File: config.mk
export PLATFORM = sky130hd
export DESIGN_NAME = rqtag_assoc_q
export DESIGN_NICKNAME = d
export VERILOG_FILES = /design/src/rtl/rqtag_pkg.sv /design/src/rtl/rqtag_lane_ctl.sv /design/src/rtl/rqtag_store.sv /design/src/rtl/rqtag_pair_reg.sv /design/src/rtl/rqtag_assoc_q.sv
export SDC_FILE = /design/constraint.sdc
export NUM_CORES = 1
export LEC_CHECK = 0
export ABC_AREA = 0
export BUFFER_PORTS_ARGS = -buffer_cell sky130_fd_sc_hd__buf_2
export CORE_MARGIN = 1
export CORE_UTILIZATION = 60
export CTS_CLUSTER_SIZE = 20
export DETAILED_ROUTE_END_ITERATION = 8
export PLACE_DENSITY = 0.87
export SLEW_MARGIN = 20
export SYNTH_ARGS = -nofsm -noshare
export SYNTH_HDL_FRONTEND = slang
export SYNTH_SLANG_ARGS = --single-unit
export TNS_END_PERCENT = 20
File: constraint.sdc
create_clock -name clk -period 5.5 [get_ports clk]
set_input_delay 0.825 -clock clk [delete_from_list [all_inputs] [get_ports clk]]
set_output_delay 0.825 -clock clk [all_outputs]
set_load 0.005 [all_outputs]
File: src/rtl/rqtag_pkg.sv
package rqtag_pkg;
  typedef logic [1:0] lane_cnt_t;

  function automatic lane_cnt_t lanes_used(input logic a, input logic b);
    return lane_cnt_t'({1'b0, a}) + lane_cnt_t'({1'b0, b});
  endfunction
endpackage

File: src/rtl/rqtag_lane_ctl.sv
module rqtag_lane_ctl #(
  parameter int CNT_W = 6
) (
  input  logic             straddle_en,
  input  logic             req_vld0,
  input  logic             req_vld1,
  input  logic             req_rdy,
  input  logic             tag_vld0,
  input  logic             tag_vld1,
  input  logic [CNT_W-1:0] occ,
  output logic             push0,
  output logic             push1,
  output logic             pop0,
  output logic             pop1,
  output logic             err_evt
);
  logic have_one, have_two, lane1_legal;

  always_comb begin
    have_one    = (occ != '0);
    have_two    = (occ >= CNT_W'(2));
    lane1_legal = tag_vld0 && straddle_en;

    push0 = req_vld0 && req_rdy;
    push1 = push0 && req_vld1 && straddle_en;

    pop0 = tag_vld0 && have_one;
    pop1 = tag_vld1 && lane1_legal && have_two;

    err_evt = (tag_vld0 && !have_one)
            || (tag_vld1 && !lane1_legal)
            || (tag_vld1 && lane1_legal && !have_two);
  end
endmodule

File: src/rtl/rqtag_store.sv
module rqtag_store #(
  parameter int DEPTH = 32,  // power of two, at least 2
  parameter int ID_W  = 8,
  localparam int PTR_W = $clog2(DEPTH),
  localparam int CNT_W = $clog2(DEPTH + 1)
) (
  input  logic             clk,
  input  logic             rst,
  input  logic             push0,
  input  logic             push1,
  input  logic [ID_W-1:0]  id0,
  input  logic [ID_W-1:0]  id1,
  input  logic             pop0,
  input  logic             pop1,
  output logic [ID_W-1:0]  head0,
  output logic [ID_W-1:0]  head1,
  output logic [CNT_W-1:0] occ,
  output logic             full,
  output logic             empty
);
  import rqtag_pkg::*;

  logic [ID_W-1:0]  mem [DEPTH];
  logic [PTR_W-1:0] wp_q, rp_q, wp_nx1, rp_nx1;
  logic [CNT_W-1:0] occ_q;
  lane_cnt_t        n_in, n_out;

  always_comb begin
    wp_nx1 = wp_q + PTR_W'(1);
    rp_nx1 = rp_q + PTR_W'(1);
    n_in   = lanes_used(push0, push1);
    n_out  = lanes_used(pop0, pop1);
  end

  always_ff @(posedge clk) begin
    for (int e = 0; e < DEPTH; e++) begin
      if (push0 && wp_q == PTR_W'(e)) mem[e] <= id0;
      else if (push1 && wp_nx1 == PTR_W'(e)) mem[e] <= id1;
    end
  end

  always_ff @(posedge clk) begin
    if (rst) begin
      wp_q  <= '0;
      rp_q  <= '0;
      occ_q <= '0;
    end else begin
      wp_q  <= wp_q + PTR_W'(n_in);
      rp_q  <= rp_q + PTR_W'(n_out);
      occ_q <= occ_q + CNT_W'(n_in) - CNT_W'(n_out);
    end
  end

  assign head0 = mem[rp_q];
  assign head1 = mem[rp_nx1];
  assign occ   = occ_q;
  assign full  = (occ_q == CNT_W'(DEPTH));
  assign empty = (occ_q == '0);


  occ_bound_chk: assert property (@(posedge clk) disable iff (rst)
    occ_q <= CNT_W'(DEPTH));


  no_push_full_chk: assert property (@(posedge clk) disable iff (rst)
    (full && !pop0) |=> (occ_q == CNT_W'(DEPTH)));
endmodule

File: src/rtl/rqtag_pair_reg.sv
module rqtag_pair_reg #(
  parameter int ID_W  = 8,
  parameter int TAG_W = 8
) (
  input  logic             clk,
  input  logic             rst,
  input  logic             take,
  input  logic [ID_W-1:0]  id_in,
  input  logic [TAG_W-1:0] tag_in,
  output logic             vld_q,
  output logic [ID_W-1:0]  id_q,
  output logic [TAG_W-1:0] tag_q
);
  always_ff @(posedge clk) begin
    if (rst) begin
      vld_q <= 1'b0;
      id_q  <= '0;
      tag_q <= '0;
    end else begin
      vld_q <= take;
      if (take) begin
        id_q  <= id_in;
        tag_q <= tag_in;
      end
    end
  end
endmodule

File: src/rtl/rqtag_assoc_q.sv
module rqtag_assoc_q #(
  parameter int DEPTH = 32,
  parameter int ID_W  = 8,
  parameter int TAG_W = 8,
  localparam int CNT_W = $clog2(DEPTH + 1)
) (
  input  logic             clk,
  input  logic             rst,
  input  logic             straddle_en,
  input  logic             req_vld0,
  input  logic [ID_W-1:0]  req_id0,
  input  logic             req_vld1,
  input  logic [ID_W-1:0]  req_id1,
  output logic             req_rdy,
  input  logic             tag_vld0,
  input  logic [TAG_W-1:0] tag_val0,
  input  logic             tag_vld1,
  input  logic [TAG_W-1:0] tag_val1,
  output logic             pair_vld0,
  output logic [ID_W-1:0]  pair_id0,
  output logic [TAG_W-1:0] pair_tag0,
  output logic             pair_vld1,
  output logic [ID_W-1:0]  pair_id1,
  output logic [TAG_W-1:0] pair_tag1,
  output logic [CNT_W-1:0] occupancy,
  output logic             full,
  output logic             empty,
  output logic             proto_err
);
  localparam logic [CNT_W-1:0] LIM_TWO = CNT_W'(DEPTH - 2);
  localparam logic [CNT_W-1:0] LIM_ONE = CNT_W'(DEPTH - 1);

  logic             push0, push1, pop0, pop1, err_evt, err_q;
  logic [ID_W-1:0]  head0, head1;
  logic [CNT_W-1:0] occ;

  logic             ln_take [2];
  logic [ID_W-1:0]  ln_id   [2];
  logic [TAG_W-1:0] ln_tag  [2];
  logic             ln_vld  [2];
  logic [ID_W-1:0]  ln_oid  [2];
  logic [TAG_W-1:0] ln_otag [2];

  assign req_rdy = straddle_en ? (occ <= LIM_TWO) : (occ <= LIM_ONE);

  rqtag_lane_ctl #(.CNT_W(CNT_W)) ctl_i (
    .straddle_en(straddle_en), .req_vld0(req_vld0), .req_vld1(req_vld1),
    .req_rdy(req_rdy), .tag_vld0(tag_vld0), .tag_vld1(tag_vld1), .occ(occ),
    .push0(push0), .push1(push1), .pop0(pop0), .pop1(pop1), .err_evt(err_evt)
  );

  rqtag_store #(.DEPTH(DEPTH), .ID_W(ID_W)) store_i (
    .clk(clk), .rst(rst), .push0(push0), .push1(push1),
    .id0(req_id0), .id1(req_id1), .pop0(pop0), .pop1(pop1),
    .head0(head0), .head1(head1), .occ(occ), .full(full), .empty(empty)
  );

  assign ln_take[0] = pop0;
  assign ln_take[1] = pop1;
  assign ln_id[0]   = head0;
  assign ln_id[1]   = head1;
  assign ln_tag[0]  = tag_val0;
  assign ln_tag[1]  = tag_val1;

  for (genvar l = 0; l < 2; l++) begin : g_lane
    rqtag_pair_reg #(.ID_W(ID_W), .TAG_W(TAG_W)) pr_i (
      .clk(clk), .rst(rst), .take(ln_take[l]), .id_in(ln_id[l]),
      .tag_in(ln_tag[l]), .vld_q(ln_vld[l]), .id_q(ln_oid[l]),
      .tag_q(ln_otag[l])
    );
  end

  always_ff @(posedge clk) begin
    if (rst) err_q <= 1'b0;
    else if (err_evt) err_q <= 1'b1;
  end

  assign pair_vld0 = ln_vld[0];
  assign pair_id0  = ln_oid[0];
  assign pair_tag0 = ln_otag[0];
  assign pair_vld1 = ln_vld[1];
  assign pair_id1  = ln_oid[1];
  assign pair_tag1 = ln_otag[1];
  assign occupancy = occ;
  assign proto_err = err_q;


  pair_src_chk: assert property (@(posedge clk) disable iff (rst)
    pair_vld0 |-> $past(tag_vld0));


  lane_order_chk: assert property (@(posedge clk) disable iff (rst)
    pair_vld1 |-> pair_vld0);


  rdy_full_chk: assert property (@(posedge clk) disable iff (rst)
    full |-> !req_rdy);


  err_sticky_chk: assert property (@(posedge clk) disable iff (rst)
    proto_err |=> proto_err);
endmodule

Word level (Yosys, flattened, before mapping)
Memory sizes are Yosys's and may differ from the RTL's. A register that Yosys moved wholly into a read port is not among the register bits.
Index checks and enable logic that the tools add are counted.
{"block": "totals", "mem_bits_rw": 256, "mem_count": 1, "input_bits": 39, "output_inout_bits": 44, "wordCells": 511, "regBits": 35, "latch_bits": 0, "romBits": 0}
{"block": "op_classes", "mux": 283, "reduce_logical": 113, "mul": 0, "bitwise": 32, "n_lt_le_gt_ge": 3, "n_eq_ne": 63, "div": 0, "shift": 0, "n_addsub": 8}
{"memory": "store_i.mem", "words": 32, "word_bits": 8, "read_ports": 2, "rd_clocked_by_memory_dff": 2, "write_ports": 2, "line": "rqtag_store.sv:23", "rtl": "logic [ID_W-1:0] mem [DEPTH];"}
{"op": "$mux W8", "count": 62}
{"op": "$reduce_or A8 Y1", "count": 30}
{"op": "$mux W1", "count": 191}
{"op": "$eq A5 B5 Y1 const B", "count": 32}
{"op": "$mux W5", "count": 30}
{"op": "$eq A5 B4 Y1 const B", "count": 16}
{"op": "$logic_and A1 B1 Y1", "count": 74}
{"op": "$eq A5 B3 Y1 const B", "count": 8}
{"op": "$or A1 B1 Y1", "count": 32}
{"op": "$eq A5 B2 Y1 const B", "count": 4}
{"op": "$le A6 B5 Y1 const B", "count": 2}
{"op": "$add A5 B1 Y5 const B", "count": 2}
{"op": "$add A5 B2 Y5", "count": 2}
{"op": "$eq A5 B1 Y1 const B", "count": 2}
{"op": "$logic_not A5 Y1", "count": 2}
{"op": "$add A6 B2 Y6", "count": 1}
{"op": "$eq A6 B6 Y1 const B", "count": 1}
{"op": "$ge A6 B2 Y1 const B", "count": 1}
{"op": "$logic_not A6 Y1", "count": 1}
{"op": "$reduce_bool A6 Y1", "count": 1}
{"op": "$sub A6 B2 Y6", "count": 1}
{"op": "$add A1 B1 Y2", "count": 2}
{"op": "$logic_not A1 Y1", "count": 3}
{"op": "$logic_or A1 B1 Y1", "count": 2}

Depth between registers and ports, before layout
Gate-level depths: netlist of run 1.
{"block": "logic_depth", "ltp_word": 26, "mapped_depth": 19, "ltp_nobuf": 18}

Modules after synthesis
A second synthesis of run 1 with hierarchy kept.
{"block": "unflattened", "hier_cells": 1256, "hier_area_um2": 17993.5}
{"mod": "rqtag_store", "seq_area_each_um2": 8007.7, "instances": 1, "area_each_um2": 16667.2, "cells_per_inst": 1131}
{"mod": "rqtag_pair_reg", "seq_area_each_um2": 340.3, "instances": 2, "area_each_um2": 608.1, "cells_per_inst": 54}
{"mod": "rqtag_lane_ctl", "seq_area_each_um2": 0.0, "instances": 1, "area_each_um2": 67.6, "cells_per_inst": 12}
{"mod": "rqtag_assoc_q", "seq_area_each_um2": 20.0, "instances": 1, "area_each_um2": 42.5, "cells_per_inst": 5}

Worst setup path before layout of run 1
No wires, ideal clock.
{"block": "synth_path", "kind": "flip-flop to flip-flop", "startpoint": "reg store_i.occ_q[2], in the netlist store_i.occ[2]", "endpoint": "reg store_i.occ_q[5], in the netlist store_i.occ[5]", "n_path_buf": 1, "path_stages_with_launch": 19, "arrival_ns": 3.332, "required_ns": 5.372, "path_slack_ns": 2.040, "synth_period_minus_slack_ns": 3.460, "setup_time_ns": 0.128, "path_cell_list": "dfxtp_1 > inv_1 > ha_1 > a21bo_2 > nand2_1 > a31oi_1 > nand2_1 > clkinv_1 > clkbuf_1 > ha_1 > xnor2_1 > ha_1 > ha_1 > a21o_1 > a21oi_1 > o21bai_1 > a21oi_1 > xnor2_1 > nor2_1"}
{"block": "synth_via", "elab_cells_between_ends": 14, "cone_classes": "4 x add/sub; 3 x order compare; 1 x mux; 6 x reduce/logical"}
{"item": "start: declaration", "line": "rqtag_store.sv:25", "rtl": "logic [CNT_W-1:0] occ_q;"}
{"item": "start signal: assignment", "line": "rqtag_store.sv:50", "rtl": "occ_q <= occ_q + CNT_W'(n_in) - CNT_W'(n_out);"}
{"item": "$ge A6 B2 Y1", "line": "rqtag_lane_ctl.sv:21", "rtl": "have_two = (occ >= CNT_W'(2));"}
{"item": "$logic_and A1 B1 Y1", "line": "rqtag_lane_ctl.sv:28", "rtl": "pop1 = tag_vld1 && lane1_legal && have_two;"}
{"item": "net ctl_i.pop1", "line": "rqtag_lane_ctl.sv:14", "rtl": "output logic pop1,"}
{"item": "$add A1 B1 Y2", "line": "rqtag_pkg.sv:5", "rtl": "return lane_cnt_t'({1'b0, a}) + lane_cnt_t'({1'b0, b});"}
{"item": "$sub A6 B2 Y6", "line": "rqtag_store.sv:50"}
The timed path passes the listed nets, and every way through them passes these cells.
A chain may end at the register's enable or synchronous reset.

Worst setup path after layout of run 1
{"block": "layout_path", "startpoint": "reg store_i.occ_q[2], in the netlist store_i.occ[2]", "endpoint": "reg store_i.occ_q[5], in the netlist store_i.occ[5]"}
{"block": "layout_via", "elab_chain_cells": 8, "elab_cells_between_ends": 14, "cone_classes": "4 x add/sub; 3 x order compare; 1 x mux; 6 x reduce/logical"}
{"item": "$le A6 B5 Y1", "line": "rqtag_assoc_q.sv:44", "rtl": "assign req_rdy = straddle_en ? (occ <= LIM_TWO) : (occ <= LIM_ONE);"}
{"item": "$mux W1", "line": "rqtag_assoc_q.sv:44"}
{"item": "$logic_and A1 B1 Y1", "line": "rqtag_lane_ctl.sv:24", "rtl": "push0 = req_vld0 && req_rdy;"}
{"item": "$logic_and A1 B1 Y1 (2 in a row)", "line": "rqtag_lane_ctl.sv:25", "rtl": "push1 = push0 && req_vld1 && straddle_en;"}
{"item": "$add A1 B1 Y2", "line": "rqtag_pkg.sv:5"}
{"item": "$add A6 B2 Y6", "line": "rqtag_store.sv:50"}
{"item": "$sub A6 B2 Y6 *", "line": "rqtag_store.sv:50"}
Every way passes the cells marked *; elsewhere a longest branch is shown, timed or not.

==> metrics.cfg, run 1 <==
[outcome]
outcome=finished clean

[critical_path]
worstSetupEndpointType=flop
worstReg2RegStart=store_i.occ[2]$_SDFF_PP0_
arrival_ps=4740
worst-setup-path-type=flop to flop
required_ps=5870
r2r_end=store_i.occ[5]$_SDFF_PP0_
crit_fanout=18
r2r_setup_slack_ps=1130
start_kind=flop
r2r_cells=17

[global_route]
antenna_found_initial=0
grt_start_max_net_pins=131
grt_pass1_wl_um=74260
grt_pass1_vias=12040
overflow=0
grt_use_total=0.3295

[route]
ant_nets=0
drt_iter0_drc=1791
viasPerCell=7.134
dr.pass1.iters=5
wire_per_inst_um=28.65
drc=0
routed_wl_um=49570
vias=12340

[placed_design]
post-place-cells=1668
io_buffers=82
place_ws_ps=1165
hpwlAfterDp_um=32610
place_area_mm2=0.01848
gp_congestion=1.013

[sta]
clock_skew_ps=12.26
holdWs_ps=459.2
setup_viol=0
min_period_ps=4371
slew_headroom=0.2227
worst_slack_ps=1129
finalCritPeriodShare=0.7948
setup_tns_ps=0
tightest_slew_ps=1160
grt_setup_unrepaired=false
finalHoldViolations=0
slew_viol_final=0
clock.fmax_ghz=0.2288

[layout]
area_growth_pct=9.917
n_antenna_cell=0
drive_gt1_frac=0.4346
nets=1387
finalNonFillerCells=1730
fin_util=0.6758
fill_cells=1981
mostFrequentLayoutCells=264 x mux2_2, 256 x edfxtp_1, 128 x mux4_2, 122 x nand2_1, 82 x buf_2
final_common_cell=mux2_2
stdcell_area_mm2=0.01955

[synthesis]
yosysWarnings=0
synth_edf_count=256
synth_fp_nets=1349
syn_inst=1283
yosysUniqueCellTypes=53
yosys_register_bits=307
synth_area_per_cell_um2=13.87
synth_seq_area_share=0.4895
ys_async_sr_fraction=0
netlist_area_mm2=0.01779
ys.flop_type=edfxtp_1

[hold_path]
hold_depth=2
min_to=g_lane[0].pr_i.tag_q[1]$_SDFFE_PP0P_
hold_start=g_lane[0].pr_i.tag_q[1]$_SDFFE_PP0P_
hold_path_class=flop to flop

[clock_tree]
cts_root_buf=clkbuf_16
clock_latency_ps=510
cts_tree=built
ctsHoldBuffers=0
clk_pin_slew_ps=60
htreeDepth=2
cts_sinks=307
clockBufferDepth=3
cts_setup_buffers=0
post_cts_resized=0
numCtsBuffers=35

[die]
rows=62
ios=83
dieArea_mm2=0.03034
coreArea_mm2=0.02894
dieHeight_um=174.2
fp.dieW_um=174.2
initial_core_util=0.6148

[power]
p_per_area_mw_per_mm2=408.4
power.leakage_nw=6.605
ir_drop_uv=477.1
finalPower_mw=7.986

[flow_run]
drv_cap=0

## worst max path at each step
stage | to | cells past startpoint | from | slack (ps)
final | store_i.occ[5]$_SDFF_PP0_ | 17 | store_i.occ[2]$_SDFF_PP0_ | 1130
after global routing | store_i.occ[5]$_SDFF_PP0_ | 17 | store_i.occ[2]$_SDFF_PP0_ | 730
after CTS | store_i.occ[5]$_SDFF_PP0_ | 17 | store_i.occ[3]$_SDFF_PP0_ | 1140
after detailed placement | store_i.occ[5]$_SDFF_PP0_ | 17 | store_i.occ[3]$_SDFF_PP0_ | 1160
after global placement | store_i.occ[5]$_SDFF_PP0_ | 15 | straddle_en | 1290
after floorplan | store_i.occ[5]$_SDFF_PP0_ | 18 | store_i.occ[2]$_SDFF_PP0_ | 2040
## registers in the layout (all words and copies together), names as in the netlist
| signal | flops |
|---|---|
| g_lane.pr_i.vld_q | 2 |
| store_i.wp_q | 5 |
| store_i.rp_q | 5 |
| proto_err | 1 |
| store_i.mem | 256 |
| g_lane.pr_i.id_q | 16 |
| store_i.occ | 6 |
| g_lane.pr_i.tag_q | 16 |
## routing by layer
layer	vias to the layer above	routed length (um)	track usage
met3	146	5593	0.05993
met4	0	2254	0.1327
met5	-	0	0
met2	920	23420	0.5252
li1	5063	-	-
met1	6212	18310	0.4498
## synthesized netlist by cell type, types with 16 or more instances
cell | n | share of area
o21ai_0 | 29 | 0.0082
a21oi_1 | 33 | 0.0093
nor2b_1 | 18 | 0.0063
nand2_1 | 122 | 0.026
edfxtp_1 | 256 | 0.43
buf_2 | 28 | 0.0079
nand3_1 | 25 | 0.0070
mux2i_1 | 16 | 0.0090
mux4_2 | 128 | 0.16
inv_1 | 17 | 0.0036
nor2_1 | 43 | 0.0091
ha_1 | 25 | 0.018
clkbuf_1 | 71 | 0.015
dfxtp_1 | 51 | 0.057
mux2_2 | 264 | 0.17
nor3_1 | 24 | 0.0068
## area by class of cell
| class | count | area (um^2) | area share |
|---|---|---|---|
| Clock buffer | 52 | 1022 | 0.05228 |
| Tap cell | 384 | 480.5 | 0.02457 |
| Clock inverter | 10 | 47.55 | 0.002432 |
| Sequential cell | 307 | 8717 | 0.4458 |
| Timing Repair Buffer | 116 | 678.2 | 0.03468 |
| Inverter | 20 | 75.07 | 0.003839 |
| Multi-Input combinational cell | 841 | 8533 | 0.4364 |
## where the power goes
part / switching, mW / leakage [nW] / total [mW] / internal [mW]
clock: 0.912 / 0.526 / 2.20 / 1.28
sequential: 0.165 / 2.73 / 2.81 / 2.64
combinational: 1.59 / 3.35 / 2.98 / 1.39
## cell families (layout without fill, tap and decap cells)
group,after synthesis,count (layout),synth area share
AND/OR/NAND/NOR,274,274,0.07167
adder cells (fa/ha/maj),27,27,0.01983
buffers and inverters,135,198,0.03137
flip-flops,307,307,0.4895
multiplexers,408,408,0.3382
AO/OA/AOI/OAI,118,118,0.04255
XOR/XNOR,14,14,0.006893
## critical path, cell delays in order, from the launching register on
cell and delay, ps:
dfxtp_1 380, inv_1 110, ha_1 240, a21bo_2 210, nand2_1 60, a31oi_1 100
nand2_1 520, clkinv_1 600, ha_1 440, xnor2_1 140, ha_1 290, ha_1 290
a21o_1 180, a21oi_1 220, o21bai_1 90, a21oi_1 180, xnor2_1 130, nor2_1 50
Power figures use the tool's default switching activity.
==> run 2, diff against run 1 <==
CORE_UTILIZATION = 56   (was 60)
PLACE_DENSITY = 0.86   (was 0.87)
clock period = 3.9 ns   (was 5.5 ns; I/O delays follow)
==> run 2 against run 1 <==
  * The run now ends with design-rule violations left
  * Cell area grew 1.2%
  * Hold slack got worse by 150 ps
  * Utilization down 3.6 points
  * Clock-buffer cell count is 1 higher
  * Register-to-register slack got worse by 730 ps
  * Sequential cell count did not move
  * Non-clock buffer count is 18 higher
  * Combinational power increased by 45%
  * Largest cell class unchanged
==> metrics.cfg, run 2 (synthesized netlist as in run 1, its figures left out) <==
[outcome]
outcome=finished with violations
violations=design-rule violations

[sta]
setup_viol=0
grt_setup_unrepaired=false
finalHoldViolations=0
setup_tns_ps=0
slew_viol_final=0
clock_skew_ps=21.37
tightest_slew_ps=1107
slew_headroom=0.2545
finalCritPeriodShare=0.8965
min_period_ps=3496
clock.fmax_ghz=0.2860

[clock_tree]
cts_setup_buffers=0
post_cts_resized=0
clk_pin_slew_ps=60
ctsHoldBuffers=0
clockBufferDepth=3
cts_sinks=307
numCtsBuffers=34
htreeDepth=2
cts_root_buf=clkbuf_16
cts_tree=built
clock_latency_ps=520

[critical_path]
crit_buf_inv=1
arrival_ps=3850
worst-setup-path-type=flop to flop
required_ps=4260
max_stage_delay_ps=330
cp_slowest_cell=dfxtp_1
crit_fanout=5
cp_common_cell=ha_1
cp-startpoint=store_i.occ[5]$_SDFF_PP0_
worstSetupEndpointType=flop
start_kind=flop
cp_cell_sequence=inv_1, ha_1, and3_1, and3_1, a21oi_2, nand2_1, nor2_1, ha_1, xnor2_1, ha_1, ha_1, a21o_1, a21oi_1, o21bai_1, a21oi_1, xnor2_1, nor2_1
cp_top_family=adder cells
worstReg2RegStart=store_i.occ[5]$_SDFF_PP0_

[flow_run]
drv_cap=0

[route]
ant_nets=0
routed_wl_um=50330
wire_per_inst_um=28.61
viasPerCell=7.075
dr.pass1.iters=9
vias=12450
drt_iter0_drc=2156
drc=2

[global_route]
grt_use_total=0.3142
grt_start_max_net_pins=58
grt_pass1_wl_um=76360
overflow=0
grt_pass1_vias=12320
antenna_found_initial=0

[power]
ir_drop_uv=389.0
power.leakage_nw=6.722
p_per_area_mw_per_mm2=577.5

[hold_path]
hold_start=tag_val0[2]
hold_path_class=input port to flop

[die]
dieArea_mm2=0.03248
ios=83
dieHeight_um=180.2
fp.dieW_um=180.2
coreArea_mm2=0.03091
rows=64
initial_core_util=0.5755

[placed_design]
io_buffers=82
hpwlAfterDp_um=32930
gp_congestion=0.9821
place_area_mm2=0.01868

[layout]
nets=1404
fill_cells=2131
largest_reg_flops=256
mostFrequentLayoutCells=264 x mux2_2, 256 x edfxtp_1, 128 x mux4_2, 122 x nand2_1, 82 x buf_2
regMostFlops=store_i.mem
area_growth_pct=11.20
n_antenna_cell=0
drive_gt1_frac=0.4446
final_common_cell=mux2_2
reg.largest.list=store_i.mem (256), g_lane.pr_i.id_q (16), g_lane.pr_i.tag_q (16)
stdcell_area_mm2=0.01978

run 2: layout make-up:
| class | instances | area, um^2 | area share |
|---|---|---|---|
| Sequential cell | 307 | 8717 | 0.4407 |
| Timing Repair Buffer | 134 | 838.3 | 0.04238 |
| Inverter | 20 | 75.07 | 0.003795 |
| Multi-Input combinational cell | 841 | 8556 | 0.4325 |
| Tap cell | 396 | 495.5 | 0.02505 |
| Clock buffer | 53 | 1030 | 0.05206 |
| Clock inverter | 8 | 70.07 | 0.003542 |
run 2: path summary, 6_finish.rpt:
path,cells after the start,slack (ps),endpoint
worst max-delay path,17,400,store_i.occ[5]$_SDFF_PP0_
worst min-delay path,3,310,g_lane[0].pr_i.tag_q[2]$_SDFFE_PP0P_
worst max register to register,17,400,store_i.occ[5]$_SDFF_PP0_
worst min register to register,2,460,g_lane[1].pr_i.tag_q[3]$_SDFFE_PP0P_
run 2: per-stage QoR:
stage	power [mW]	setup slack [ps]	util	hold slack [ps]	cells
final	11.42	403.6	0.6400	306.7	1759
after global routing	11.82	96.63	0.6400	305.9	1759
after CTS	11.35	392.7	0.6398	300.3	1759
after detailed placement	8.202	432.3	0.6042	448.8	1698
after global placement	8.086	552.3	0.6042	440.0	1698
after floorplan	6.933	440.1	-	449.5	1283
run 2: worst reg2reg max path: stages (launching register included):
cell and delay [ps]:
dfxtp_1 330, inv_1 80, ha_1 180, and3_1 180, and3_1 230, a21oi_2 200, nand2_1 160, nor2_1 190
ha_1 260, xnor2_1 150, ha_1 260, ha_1 280, a21o_1 170, a21oi_1 220, o21bai_1 90, a21oi_1 170
xnor2_1 140, nor2_1 60
run 2: report_power, final:
group / internal, mW / total [mW] / switching [mW]
Sequential: 3.73 / 3.93 / 0.205
Combinational: 2.01 / 4.31 / 2.30
Clock: 1.89 / 3.18 / 1.29
run 2: layer usage:
| layer | global-route usage | wire length, um | up-vias |
|---|---|---|---|
| met1 | 0.4098 | 17640 | 6221 |
| met5 | 0.01926 | 86 | - |
| met3 | 0.08913 | 6334 | 172 |
| met4 | 0.1309 | 2421 | 2 |
| li1 | - | - | 5090 |
| met2 | 0.4938 | 23850 | 960 |
